`config.mk`:
```
export PLATFORM = sky130hd
export DESIGN_NAME = rx_desc_dma
export DESIGN_NICKNAME = d
export VERILOG_FILES = /design/src/rtl/rxd_pkg.sv /design/src/rtl/rxd_next_addr.sv /design/src/rtl/rxd_packer.sv /design/src/rtl/rx_desc_dma.sv
export SDC_FILE = /design/constraint.sdc
export NUM_CORES = 1
export LEC_CHECK = 0
export BUFFER_PORTS_ARGS = -buffer_cell sky130_fd_sc_hd__buf_2
export CAP_MARGIN = 40
export CELL_PAD_IN_SITES_DETAIL_PLACEMENT = 0
export CELL_PAD_IN_SITES_GLOBAL_PLACEMENT = 1
export CORE_MARGIN = 1.5
export CORE_UTILIZATION = 47
export CTS_CLUSTER_DIAMETER = 40
export DETAILED_ROUTE_END_ITERATION = 6
export PLACE_DENSITY_LB_ADDON = 0.1
export SLEW_MARGIN = 10
export SYNTH_ARGS = -nofsm -noshare
export SYNTH_HDL_FRONTEND = slang
export SYNTH_HIERARCHICAL = 1
export SYNTH_SLANG_ARGS = --single-unit
```
`constraint.sdc`:
```
create_clock -name clk -period 7.7 [get_ports clk]
set_input_delay 1.155 -clock clk [delete_from_list [all_inputs] [get_ports clk]]
set_output_delay 1.155 -clock clk [all_outputs]
set_load 0.02 [all_outputs]
```
`src/rtl/rxd_pkg.sv`:
```
package rxd_pkg;
  localparam int DW     = 32;
  localparam int LEN_W  = 14;
  localparam int SZ_W   = 13;
  localparam int OWN_B  = 31;
  localparam int NOIRQ_B = 31;
  localparam int WRAP_B = 15;
  localparam int LINK_B = 14;

  typedef enum logic [3:0] {
    ST_INIT, ST_RD0, ST_RD1, ST_RD2, ST_RD3, ST_SUSP, ST_IDLE, ST_DATA,
    ST_WWORD, ST_PRE, ST_DROP, ST_TSL, ST_TSH, ST_WB
  } st_e;
endpackage

```
`src/rtl/rxd_next_addr.sv`:
```
module rxd_next_addr #(
  parameter int AW     = 32,
  parameter int STRIDE = 32
) (
  input  logic [AW-1:0] cur,
  input  logic [AW-1:0] base,
  input  logic [AW-1:0] link,
  input  logic          wrap,
  input  logic          chain,
  output logic [AW-1:0] nxt
);
  always_comb begin
    if (wrap)       nxt = base;
    else if (chain) nxt = link;
    else            nxt = cur + AW'(STRIDE);
  end
endmodule

```
`src/rtl/rxd_packer.sv`:
```
module rxd_packer #(
  parameter int DW = 32,
  localparam int NB = DW / 8,
  localparam int LW = $clog2(NB)
) (
  input  logic          clk,
  input  logic          rst_n,
  input  logic          put,
  input  logic [LW-1:0] lane,
  input  logic [7:0]    din,
  input  logic          clr,
  output logic [DW-1:0] word
);
  for (genvar g = 0; g < NB; g++) begin : g_lane
    always_ff @(posedge clk) begin
      if (!rst_n || clr)                   word[g*8 +: 8] <= '0;
      else if (put && lane == LW'(g))      word[g*8 +: 8] <= din;
    end
  end
endmodule

```
`src/rtl/rx_desc_dma.sv`:
```
module rx_desc_dma
  import rxd_pkg::*;
#(
  parameter int AW       = 32,
  parameter int EXTENDED = 1
) (
  input  logic          clk,
  input  logic          rst_n,
  input  logic [AW-1:0] base_addr,
  input  logic          poll,
  input  logic [31:0]   ts_lo,
  input  logic [31:0]   ts_hi,
  input  logic          s_valid,
  output logic          s_ready,
  input  logic [7:0]    s_data,
  input  logic          s_sof,
  input  logic          s_eof,
  input  logic          s_err,
  output logic          m_valid,
  output logic          m_we,
  output logic [AW-1:0] m_addr,
  output logic [31:0]   m_wdata,
  input  logic          m_ready,
  input  logic [31:0]   m_rdata,
  output logic          irq
);
  localparam int  STRIDE = (EXTENDED != 0) ? 32 : 16;
  localparam bit  EXT    = (EXTENDED != 0);
  localparam int  LANE_W = $clog2(DW / 8);

  st_e             st;
  logic [AW-1:0]   cur, d_link, nxt, wptr;
  logic [AW-3:0]   d_b1;
  logic [SZ_W-1:0] c_sz1, c_sz2, boff, sz_cur, boff_nx;
  logic            c_noirq, c_wrap, c_link;
  logic            buf2_sel, in_frame, fs_here, last, de, err, irq_q;
  logic [LEN_W-1:0] len;
  logic [31:0]     ts_l, ts_h, status;
  logic [DW-1:0]   pword;
  logic            room, can_b2, take, word_done, pk_clr;

  rxd_next_addr #(.AW(AW), .STRIDE(STRIDE)) u_next (
    .cur(cur), .base(base_addr), .link(d_link),
    .wrap(c_wrap), .chain(c_link), .nxt(nxt));

  assign pk_clr = (st == ST_WWORD) && m_ready;

  rxd_packer #(.DW(DW)) u_pack (
    .clk(clk), .rst_n(rst_n), .put(take), .lane(boff[LANE_W-1:0]),
    .din(s_data), .clr(pk_clr), .word(pword));

  assign sz_cur    = buf2_sel ? c_sz2 : c_sz1;
  assign room      = (boff != sz_cur);
  assign can_b2    = !buf2_sel && !c_link;
  assign boff_nx   = boff + SZ_W'(1);
  assign s_ready   = (st == ST_DROP) || (st == ST_DATA && room) ||
                     (st == ST_IDLE && (room || !s_sof));
  assign take      = s_valid && s_ready && room &&
                     (st == ST_DATA || (st == ST_IDLE && s_sof));
  assign word_done = s_eof || (&boff[LANE_W-1:0]) || (boff_nx == sz_cur);
  assign status    = {1'b0, 1'b0, len, err | de, de, 4'b0, fs_here, last,
                      EXT & last, 7'b0};
  assign irq       = irq_q;

  always_comb begin
    m_valid = 1'b1;
    m_we    = 1'b0;
    m_addr  = cur;
    m_wdata = status;
    unique case (st)
      ST_RD0:   m_addr = cur;
      ST_RD1:   m_addr = cur + AW'(4);
      ST_RD2:   m_addr = cur + AW'(8);
      ST_RD3:   m_addr = cur + AW'(12);
      ST_PRE:   m_addr = nxt;
      ST_WWORD: begin m_we = 1'b1; m_addr = wptr; m_wdata = pword; end
      ST_TSL:   begin m_we = 1'b1; m_addr = cur + AW'(24); m_wdata = ts_l; end
      ST_TSH:   begin m_we = 1'b1; m_addr = cur + AW'(28); m_wdata = ts_h; end
      ST_WB:    begin m_we = 1'b1; m_addr = cur; m_wdata = status; end
      default:  m_valid = 1'b0;
    endcase
  end

  always_ff @(posedge clk) begin
    if (!rst_n) begin
      st <= ST_INIT; cur <= '0; d_link <= '0; d_b1 <= '0; wptr <= '0;
      c_sz1 <= '0; c_sz2 <= '0; c_noirq <= 1'b0; c_wrap <= 1'b0; c_link <= 1'b0;
      boff <= '0; buf2_sel <= 1'b0; in_frame <= 1'b0; fs_here <= 1'b0;
      last <= 1'b0; de <= 1'b0; err <= 1'b0; len <= '0; irq_q <= 1'b0;
      ts_l <= '0; ts_h <= '0;
    end else begin
      irq_q <= 1'b0;
      unique case (st)
        ST_INIT: begin cur <= base_addr; st <= ST_RD0; end
        ST_RD0:  if (m_ready) st <= m_rdata[OWN_B] ? ST_RD1 : ST_SUSP;
        ST_SUSP: if (poll) st <= ST_RD0;
        ST_RD1:  if (m_ready) begin
          c_noirq <= m_rdata[NOIRQ_B]; c_wrap <= m_rdata[WRAP_B];
          c_link  <= m_rdata[LINK_B];
          c_sz2   <= m_rdata[16 +: SZ_W]; c_sz1 <= m_rdata[SZ_W-1:0];
          st <= ST_RD2;
        end
        ST_RD2:  if (m_ready) begin d_b1 <= m_rdata[AW-1:2]; st <= ST_RD3; end
        ST_RD3:  if (m_ready) begin
          d_link <= m_rdata[AW-1:0]; buf2_sel <= 1'b0; boff <= '0;
          fs_here <= 1'b0; wptr <= {d_b1, 2'b00};
          st <= in_frame ? ST_DATA : ST_IDLE;
        end
        ST_IDLE, ST_DATA: begin
          if (take) begin
            boff <= boff_nx; len <= len + LEN_W'(1);
            if (st == ST_IDLE) begin in_frame <= 1'b1; fs_here <= 1'b1; end
            if (s_eof) begin last <= 1'b1; err <= s_err; ts_l <= ts_lo; ts_h <= ts_hi; end
            st <= word_done ? ST_WWORD : ST_DATA;
          end else if (!room) begin
            if (can_b2) begin
              buf2_sel <= 1'b1; boff <= '0; wptr <= {d_link[AW-1:2], 2'b00};
            end else if (st == ST_DATA || (s_valid && s_sof)) begin
              in_frame <= 1'b1; st <= ST_PRE;
            end
          end
        end
        ST_WWORD: if (m_ready) begin
          wptr <= wptr + AW'(4);
          st <= last ? ST_PRE : ST_DATA;
        end
        ST_PRE: if (m_ready) begin
          if (!last && !m_rdata[OWN_B]) begin
            de <= 1'b1; last <= 1'b1; st <= ST_DROP;
          end else begin
            st <= (EXT && last) ? ST_TSL : ST_WB;
          end
        end
        ST_DROP: if (s_valid && s_eof) begin
          err <= s_err; ts_l <= ts_lo; ts_h <= ts_hi;
          st <= EXT ? ST_TSL : ST_WB;
        end
        ST_TSL: if (m_ready) st <= ST_TSH;
        ST_TSH: if (m_ready) st <= ST_WB;
        ST_WB: if (m_ready) begin
          irq_q <= last && !c_noirq;
          cur <= nxt;
          if (last) begin
            in_frame <= 1'b0; last <= 1'b0; de <= 1'b0; err <= 1'b0; len <= '0;
          end
          st <= ST_RD0;
        end
        default: st <= ST_INIT;
      endcase
    end
  end
endmodule

```
==> results of run 1 <==
==> logic make-up after synthesis <==
| group | synth area share (%) |
|---|---|
| fa+ha+maj | 0.771 |
| buf+inv | 5.48 |
| flops | 34.7 |
| compound gates | 21.6 |
| xor+xnor | 4.81 |
| mux | 9.72 |
| simple gates | 22.9 |
==> through the flow <==
| step | hold slack (ps) | utilization [%] | power [mW] | cells |
|---|---|---|---|---|
| 6_report | 452 | 56.1 | 5.98 | 2730 |
| 5_1_grt | 466 | 56.1 | 6.26 | 2729 |
| 4_1_cts | 453 | 56.1 | 5.97 | 2728 |
| 3_5_place_dp | 446 | 51.3 | 3.78 | 2638 |
| 3_3_place_gp | 440 | 51.0 | 3.74 | 2630 |
| 2_1_floorplan | 398 | - | 3.19 | 2109 |
==> synth_stat cells, types with 10 or more instances <==
library cell  instances
clkbuf_1            134
nor2_1              232
xnor2_1              46
a31oi_1              17
o22ai_1              13
nand3b_1             45
a21oi_1             182
dfxtp_1             287
nand2_1             333
nor3_1               30
mux2i_1             154
a222oi_1             41
inv_1                29
nand3_1              63
xor2_1               45
a211oi_1             40
and3_1               25
nand4_1              26
a221oi_1             22
o21ai_0              92
buf_1                14
o211ai_1             10
o21a_1               11
a22oi_1              32
==> final cells by class <==
cell class / count / area share [%]
clock buffers: 59 / 6.92
clock inverters: 31 / 1.60
inverters: 32 / 0.644
diodes: 2 / 0.0258
well taps: 455 / 2.93
flip-flops and latches: 287 / 29.6
repair buffers: 246 / 7.09
multi-input cells: 1618 / 51.2
==> worst paths after layout <==
check,end,slack [ps]
setup / recovery,m_addr[25],1850
hold / removal,c_sz2[11],450
hold reg to reg,c_sz2[11],450
setup reg to reg,ts_l[30],3650
==> routing by layer <==
| metal | share of wire (%) | global-route usage (%) | up-vias | wire [um] |
|---|---|---|---|---|
| li1 | - | - | 7847 | - |
| met1 | 46 | 45.2 | 7778 | 26500 |
| met2 | 42 | 45.8 | 726 | 24400 |
| met3 | 10 | 8.41 | 76 | 5870 |
| met4 | 1.9 | 7.63 | 6 | 1090 |
| met5 | 0.052 | 0 | - | 30 |
==> tightest hold or removal path, delay by kind of cell (launching register included) <==
kind / cells / cell delay [ps]
DFF: 1 / 300
AOI/OAI and AO/OA: 1 / 50
and+or+nand+nor: 1 / 50
==> registers in the layout, summed over array words and instances (netlist names), 4 cells and up <==
name / cells
cur: 32
ts_h: 32
d_b1: 30
c_sz1: 13
u_pack/word: 32
len: 14
ts_l: 32
st: 4
d_link: 32
c_sz2: 13
boff: 13
wptr: 30
==> power groups by stage <==
stage          clock, mW  combinational, mW  sequential (mW)
2_1_floorplan          0               1.40             1.79
3_3_place_gp           0               1.79             1.95
3_5_place_dp           0               1.83             1.95
4_1_cts             2.21               1.84             1.92
5_1_grt             2.27               2.02             1.96
6_report            2.18               1.86             1.93
==> summary.md, run 1 <==
| Metric | Value |
|---|---|
| CP max stage delay | `770 ps` |
| CP max stage cell | `nor2_1` |
| Crit-path leading delay family | `simple AND/OR/NAND/NOR gates` |
| Switching Fraction | `38.8%` |
| Clock latency on the worst-skew pair | `580 ps` |
| Port buffer count | `211` |
| Setup WS pre-CTS | `2490 ps` |
| Layout cells sized above 1 | `16.9%` |
| Top post-synthesis cells by area | `dfxtp_1 35%, mux2i_1 9.3%, nand2_1 7.5%` |
| First-pass GRT wire length | `89.1 mm` |
| HPWL after DPL | `40.4 mm` |
| Worst vdd ir | `208 uV` |
| Synthesized area per cell | `7.85 um2` |
| R2R depth | `12` |
| Ys async rst share | `0%` |
| Clock-pin slew on the worst setup and hold paths | `50 ps` |
| Iter 0 DRT Violations | `1823` |
| Most frequent cells in the layout | `333 x nand2_1, 287 x dfxtp_1, 226 x nor2_1` |
| Overall Global Routing Usage | `31.3%` |
| Die Ht | `191 um` |
| Row count | `68` |
| Antenna violations before repair | `4` |
| Filler cells | `3282` |
| CTS tree | `yes` |
| Vias in the first global route | `15300` |
| Levels on crit path | `13` |
| Post_cts resized | `0` |
| Setup TNS | `0 ps` |
| Number of CTS-inserted buffers | `48` |
| Total grt overflow | `0` |
| Library cell with the largest summed area after synthesis | `dfxtp_1` |
| Period minus WS final | `5850 ps` |
| RR Startpoint | `buf2_sel` |
| Drt wl/cell | `21.2 um` |
| Via density per instance | `6.02` |
| Area grow syn2layout | `17.4%` |
| Min-Delay Path Class | `register to register` |
| Synth Cell Area | `16600 um2` |
| Total of max-cap violations | `0` |
| CTS root buf | `clkbuf_16` |
| Design Area, Final | `19400 um2` |
| Critical path launch point type | `register` |
| Setup Buffers After CTS | `0` |
| Crit end category | `output pin` |
| Die Wd | `191 um` |
| RSZ-0062 raised after global routing | `no` |
| DR DRC count | `6` |
| Net Count, Synth | `2262` |
| Max FO, Critical Path | `34` |
| Synth unique cells | `77` |
| Antenna-violating nets left | `0` |
| Final Hold Vio Count | `0` |
| Final Max Slew Viols | `0` |
| 1st-pass router iterations | `7` |
| Core Region | `34600 um2` |
| Pint | `3.66 mW` |
| WP data required | `6550 ps` |
| Clock Sink Count | `287` |
| Final setup margin | `1850 ps` |
| Status | `complete, but fails checks` |
| Pleak | `7.97 nW` |
| Critical path origin | `st[0]` |
| Crit path cell chain | `nor2_1, nand2_1, nor2_2, buf_4, ha_1, a21oi_1, nor4_4, nand2_1, nor2_1, or2_2, a31oi_1, nor2_1, buf_2` |
| CP Buf/Inv Count | `2` |
| CTS max path bufs | `3` |
| Clock power frac | `36.5%` |
| Syn. warnings | `6` |
| Die area | `36400 um2` |
| GPL Wtd Cong | `0.912` |
| Via count | `16400` |
| Largest net degree at the start of global routing | `86` |
| Nets@finish | `2386` |
| Placed Area | `17800 um2` |
| Sequential share of the synthesized area | `34.7%` |
| Initial Utilization | `47.8%` |
| Commonest non-fill, non-tap cell in the layout | `nand2_1` |
| H-tree depth | `2` |
| EDFF count, synth | `0` |
| Failing checks | `DRC` |
| Psw | `2.32 mW` |
| Cells after synthesis | `2109` |
| DRT Wirelength | `57.9 mm` |
| Top-Level Pins | `212` |
| Ys flop type | `dfxtp_1` |
| Multi-input logic area | `9960 um2` |
| Hold Crit Depth | `2` |
| Post-route clock period utilization | `76.0%` |
| Yosys top cell area share | `34.7%` |
| Final setup fails | `0` |
| Cell Pwr Density | `308 nW/um2` |
| Critical path type | `register to output pin` |
| Max Clk Rate | `0.171 GHz` |
| Hold-fix buffers at CTS | `0` |
| Most common cell on crit path | `nor2_1` |
| Max-slew headroom | `36.8%` |
| Slew @ Worst Pin | `940 ps` |
| Seq. cell area | `5750 um2` |
| Max Clock Skew | `20.7 ps` |
| Logic pwr share | `31.1%` |
| Crit path arrival time | `4690 ps` |
| Part of the power in registers | `32.4%` |
| Hold_sp | `c_sz2[11]` |
| Flops & latches, synth | `287` |
Note: power is estimated with default switching activity, not from simulation.
==> run 2: changes to the inputs <==
--- a/config.mk
+++ b/config.mk
@@ -5,12 +5,13 @@
 export SDC_FILE = /design/constraint.sdc
 export NUM_CORES = 1
 export LEC_CHECK = 0
+export ABC_AREA = 1
 export BUFFER_PORTS_ARGS = -buffer_cell sky130_fd_sc_hd__buf_2
 export CAP_MARGIN = 40
 export CELL_PAD_IN_SITES_DETAIL_PLACEMENT = 0
 export CELL_PAD_IN_SITES_GLOBAL_PLACEMENT = 1
 export CORE_MARGIN = 1.5
-export CORE_UTILIZATION = 47
+export CORE_UTILIZATION = 37
 export CTS_CLUSTER_DIAMETER = 40
 export DETAILED_ROUTE_END_ITERATION = 6
 export PLACE_DENSITY_LB_ADDON = 0.1
==> constraint.sdc (replaced) <==
create_clock -name clk -period 5 [get_ports clk]
set_input_delay 0.75 -clock clk [delete_from_list [all_inputs] [get_ports clk]]
set_output_delay 0.75 -clock clk [all_outputs]
set_load 0.02 [all_outputs]
==> run 2 against run 1 <==
  * Combinational power rose by 70%
  * Register-to-register slack got worse by 2100 ps
  * Hold slack got worse by 76 ps
  * Critical endpoint is now m_addr[20]
  * Global-route usage fell by 2.3 points
  * Cell area rose by 7.7%
  * Largest cell class unchanged
  * Sequential power rose by 63%
  * The run now ends clean
  * Power rose by 70%
  * Via count rose by 20%
  * Highest routed layer unchanged
  * Flip-flop and latch count did not move
  * Setup slack got worse by 1400 ps
==> summary.md, run 2 <==
| Metric | Value |
|---|---|
| Max FO, Critical Path | `34 (unchanged)` |
| Max Clock Skew | `14.3 ps (-6.35 ps)` |
| DRT Wirelength | `71.3 mm (+23%)` |
| Max-slew headroom | `43.6% (+6.8 points)` |
| Final Hold Vio Count | `0 (unchanged)` |
| Min-Delay Path Class | `input port to register` |
| Commonest non-fill, non-tap cell in the layout | `nand2_1` |
| Post-Route M1 WL | `30.9 mm (+16%)` |
| Cells after synthesis | `2847 (+35%)` |
| Iter 0 DRT Violations | `1686 (-7.5%)` |
| CTS root buf | `clkbuf_16` |
| Largest net degree at the start of global routing | `196 (+130%)` |
| Core Region | `46600 um2 (+34%)` |
| Layout cells sized above 1 | `13.3% (-3.6 points)` |
| Syn. warnings | `6 (unchanged)` |
| Clock-pin slew on the worst setup and hold paths | `50 ps (about the same)` |
| DR DRC count | `0 (-6)` |
| Sequential share of the synthesized area | `32.9% (-1.8 points)` |
| Worst vdd ir | `368 uV (+77%)` |
| Top post-synthesis cells by area | `dfxtp_1 33%, nand2_1 16%, nor2_1 8.9%` |
| Antenna-violating nets left | `0 (unchanged)` |
| Synth cell count leaders | `729 x nand2_1, 412 x nor2_1, 287 x dfxtp_1` |
| Synthesized area per cell | `6.13 um2 (-22%)` |
| Number of CTS-inserted buffers | `55 (+15%)` |
| Final setup margin | `423 ps (-1430 ps)` |
| Vias in the first global route | `18300 (+19%)` |
| Clock latency on the worst-skew pair | `610 ps (+30 ps)` |
| Die Wd | `220 um (+15%)` |
| Top-Level Pins | `212 (unchanged)` |
| Total grt overflow | `0 (unchanged)` |
| Crit end category | `output pin` |
| Yosys top cell area share | `32.9% (-1.8 points)` |
| Max Clk Rate | `0.218 GHz` |
| Net Count, Synth | `3000 (+33%)` |
| EDFF count, synth | `0 (unchanged)` |
| Library cell with the largest summed area after synthesis | `dfxtp_1` |
| Hold-fix buffers at CTS | `0 (unchanged)` |
| Critical path launch point type | `register` |
| Critical path type | `register to output pin` |
| Most frequent cells in the layout | `728 x nand2_1, 407 x nor2_1, 286 x dfxtp_1` |
| Post_cts resized | `0 (unchanged)` |
| Hold Crit Depth | `3 (+1)` |
| Final setup fails | `0 (unchanged)` |
| Clock Sink Count | `287 (unchanged)` |
| Synth unique cells | `54 (-30%)` |
| DR WL met2 | `32.6 mm (+34%)` |
| CTS tree | `yes` |
| Die Ht | `220 um (+15%)` |
| Top-count cell post-synth | `nand2_1` |
| Port buffer count | `211 (unchanged)` |
| Pleak | `8.52 nW (+6.9%)` |
| Setup WS pre-CTS | `995 ps (-1490 ps)` |
| Status | `finished clean` |
| Drt wl/cell | `19.5 um (-8.3%)` |
| Crit path arrival time | `3830 ps (-860 ps)` |
| GPL Wtd Cong | `0.923 (+1.2%)` |
| Ys async rst share | `0% (unchanged)` |
| Ys flop type | `dfxtp_1` |
| Cell Pwr Density | `485 nW/um2 (+58%)` |
| Row count | `79 (+16%)` |
| Total of max-cap violations | `0 (unchanged)` |
| Flops & latches, synth | `287 (unchanged)` |
| Synth Cell Area | `17400 um2 (+5.3%)` |
| First-pass GRT wire length | `108 mm (+21%)` |
| Overall Global Routing Usage | `29.0% (-2.3 points)` |
| 1st-pass router iterations | `6 (-1)` |
| Max Used Layer | `met5` |
| CTS max path bufs | `3 (unchanged)` |
| Die area | `48500 um2 (+33%)` |
| RSZ-0062 raised after global routing | `no` |
| H-tree depth | `2 (unchanged)` |
| Via count | `19800 (+20%)` |
| WP data required | `4250 ps (-2300 ps)` |
| Setup TNS | `0 ps (unchanged)` |
| Nets@finish | `3165 (+33%)` |
| Setup Buffers After CTS | `0 (unchanged)` |
| Final Max Slew Viols | `0 (unchanged)` |
| Slew @ Worst Pin | `846 ps (-94.3 ps)` |
| Via density per instance | `5.40 (-10%)` |
| R2R depth | `15 (+3)` |
| Area grow syn2layout | `20.0%` |
| Antenna violations before repair | `8 (+4)` |
| Utilization after layout | `44.9% (-11 points)` |
| Initial Utilization | `37.5% (-10 points)` |
| Final hold slack | `376 ps (-76.1 ps)` |
| Period minus WS final | `4580 ps` |
| Metal3 WL | `4.28 mm (-27%)` |
| HPWL after DPL | `52.1 mm (+29%)` |
| Post-route clock period utilization | `91.5%` |
[run 2: cell types whose count changed after synthesis, sizes merged, moves of 35 or more]
cell    change
nor2      +195
mux2i     -155
a211oi     -39
o21ai     +188
a222oi     -41
inv       +251
xnor2      -41
clkbuf     -41
nand2     +411
nand3b     -35
nand3     +127
[run 2: layout make-up]
cell class                      count  area, um2
Fill cell                        4942      25600
Tap cell                          607        759
Sequential cell                   287       5750
Antenna cell                        1       2.50
Inverter                          286       1070
Multi-Input combinational cell   2128       9980
Clock inverter                     36        487
Timing Repair Buffer              254       1440
Clock buffer                       64       1440
[run 2: per-layer routing]
metal  global-route usage, %  vias up
met3                    4.32      148
met5                       0        -
met2                    47.3      667
met1                    37.5     9220
met4                    13.9        8
li1                        -     9727
[run 2: where the power goes]
part           internal, mW  switching (mW)  total, mW
Combinational         0.971            2.19       3.16
Clock                  2.49            1.36       3.85
Sequential             2.63           0.522       3.15
Total                  6.09            4.07       10.2
[run 2: final timing paths]
kind,startpoint,end,slack [ps]
worst min-delay path,ts_lo[21],ts_l[21],380
worst min register to register,c_noirq,irq,430
worst max-delay path,st[1],m_addr[20],420
worst max register to register,buf2_sel,ts_l[22],1600
[run 2: logic make-up (layout without fill, tap and decap cells)]
logic type	count (synthesis)	after routing	share of synthesized area [%]
buffers and inverters	432	640	10.1
xor gates and xnor gates	18	18	0.904
and+or+nand+nor	1473	1473	35.5
DFF	287	287	32.9
adders and majority gates	9	9	0.732
other	0	1	0
AOI/OAI and AO/OA	628	628	19.9
[run 2: critical path, cell delays in order (launching register included)]
cell and delay, ps:
dfxtp_1 550, nand2_1 210, nor2_2 210, buf_6 330
ha_1 210, inv_1 40, a21oi_1 250, inv_1 100
nor2_1 220, inv_1 130, nor2_1 180, nand2_1 130
o22ai_1 230, nand2_1 80, o2111ai_1 140, buf_2 220
[run 2: per-stage QoR]
step,area [um2],instances,total power [mW]
floorplan,17400,2847,5.11
global placement,18900,3559,6.29
detailed placement,19000,3562,6.31
CTS,20900,3662,10.2
global route,20900,3662,10.7
finish,20900,3663,10.2
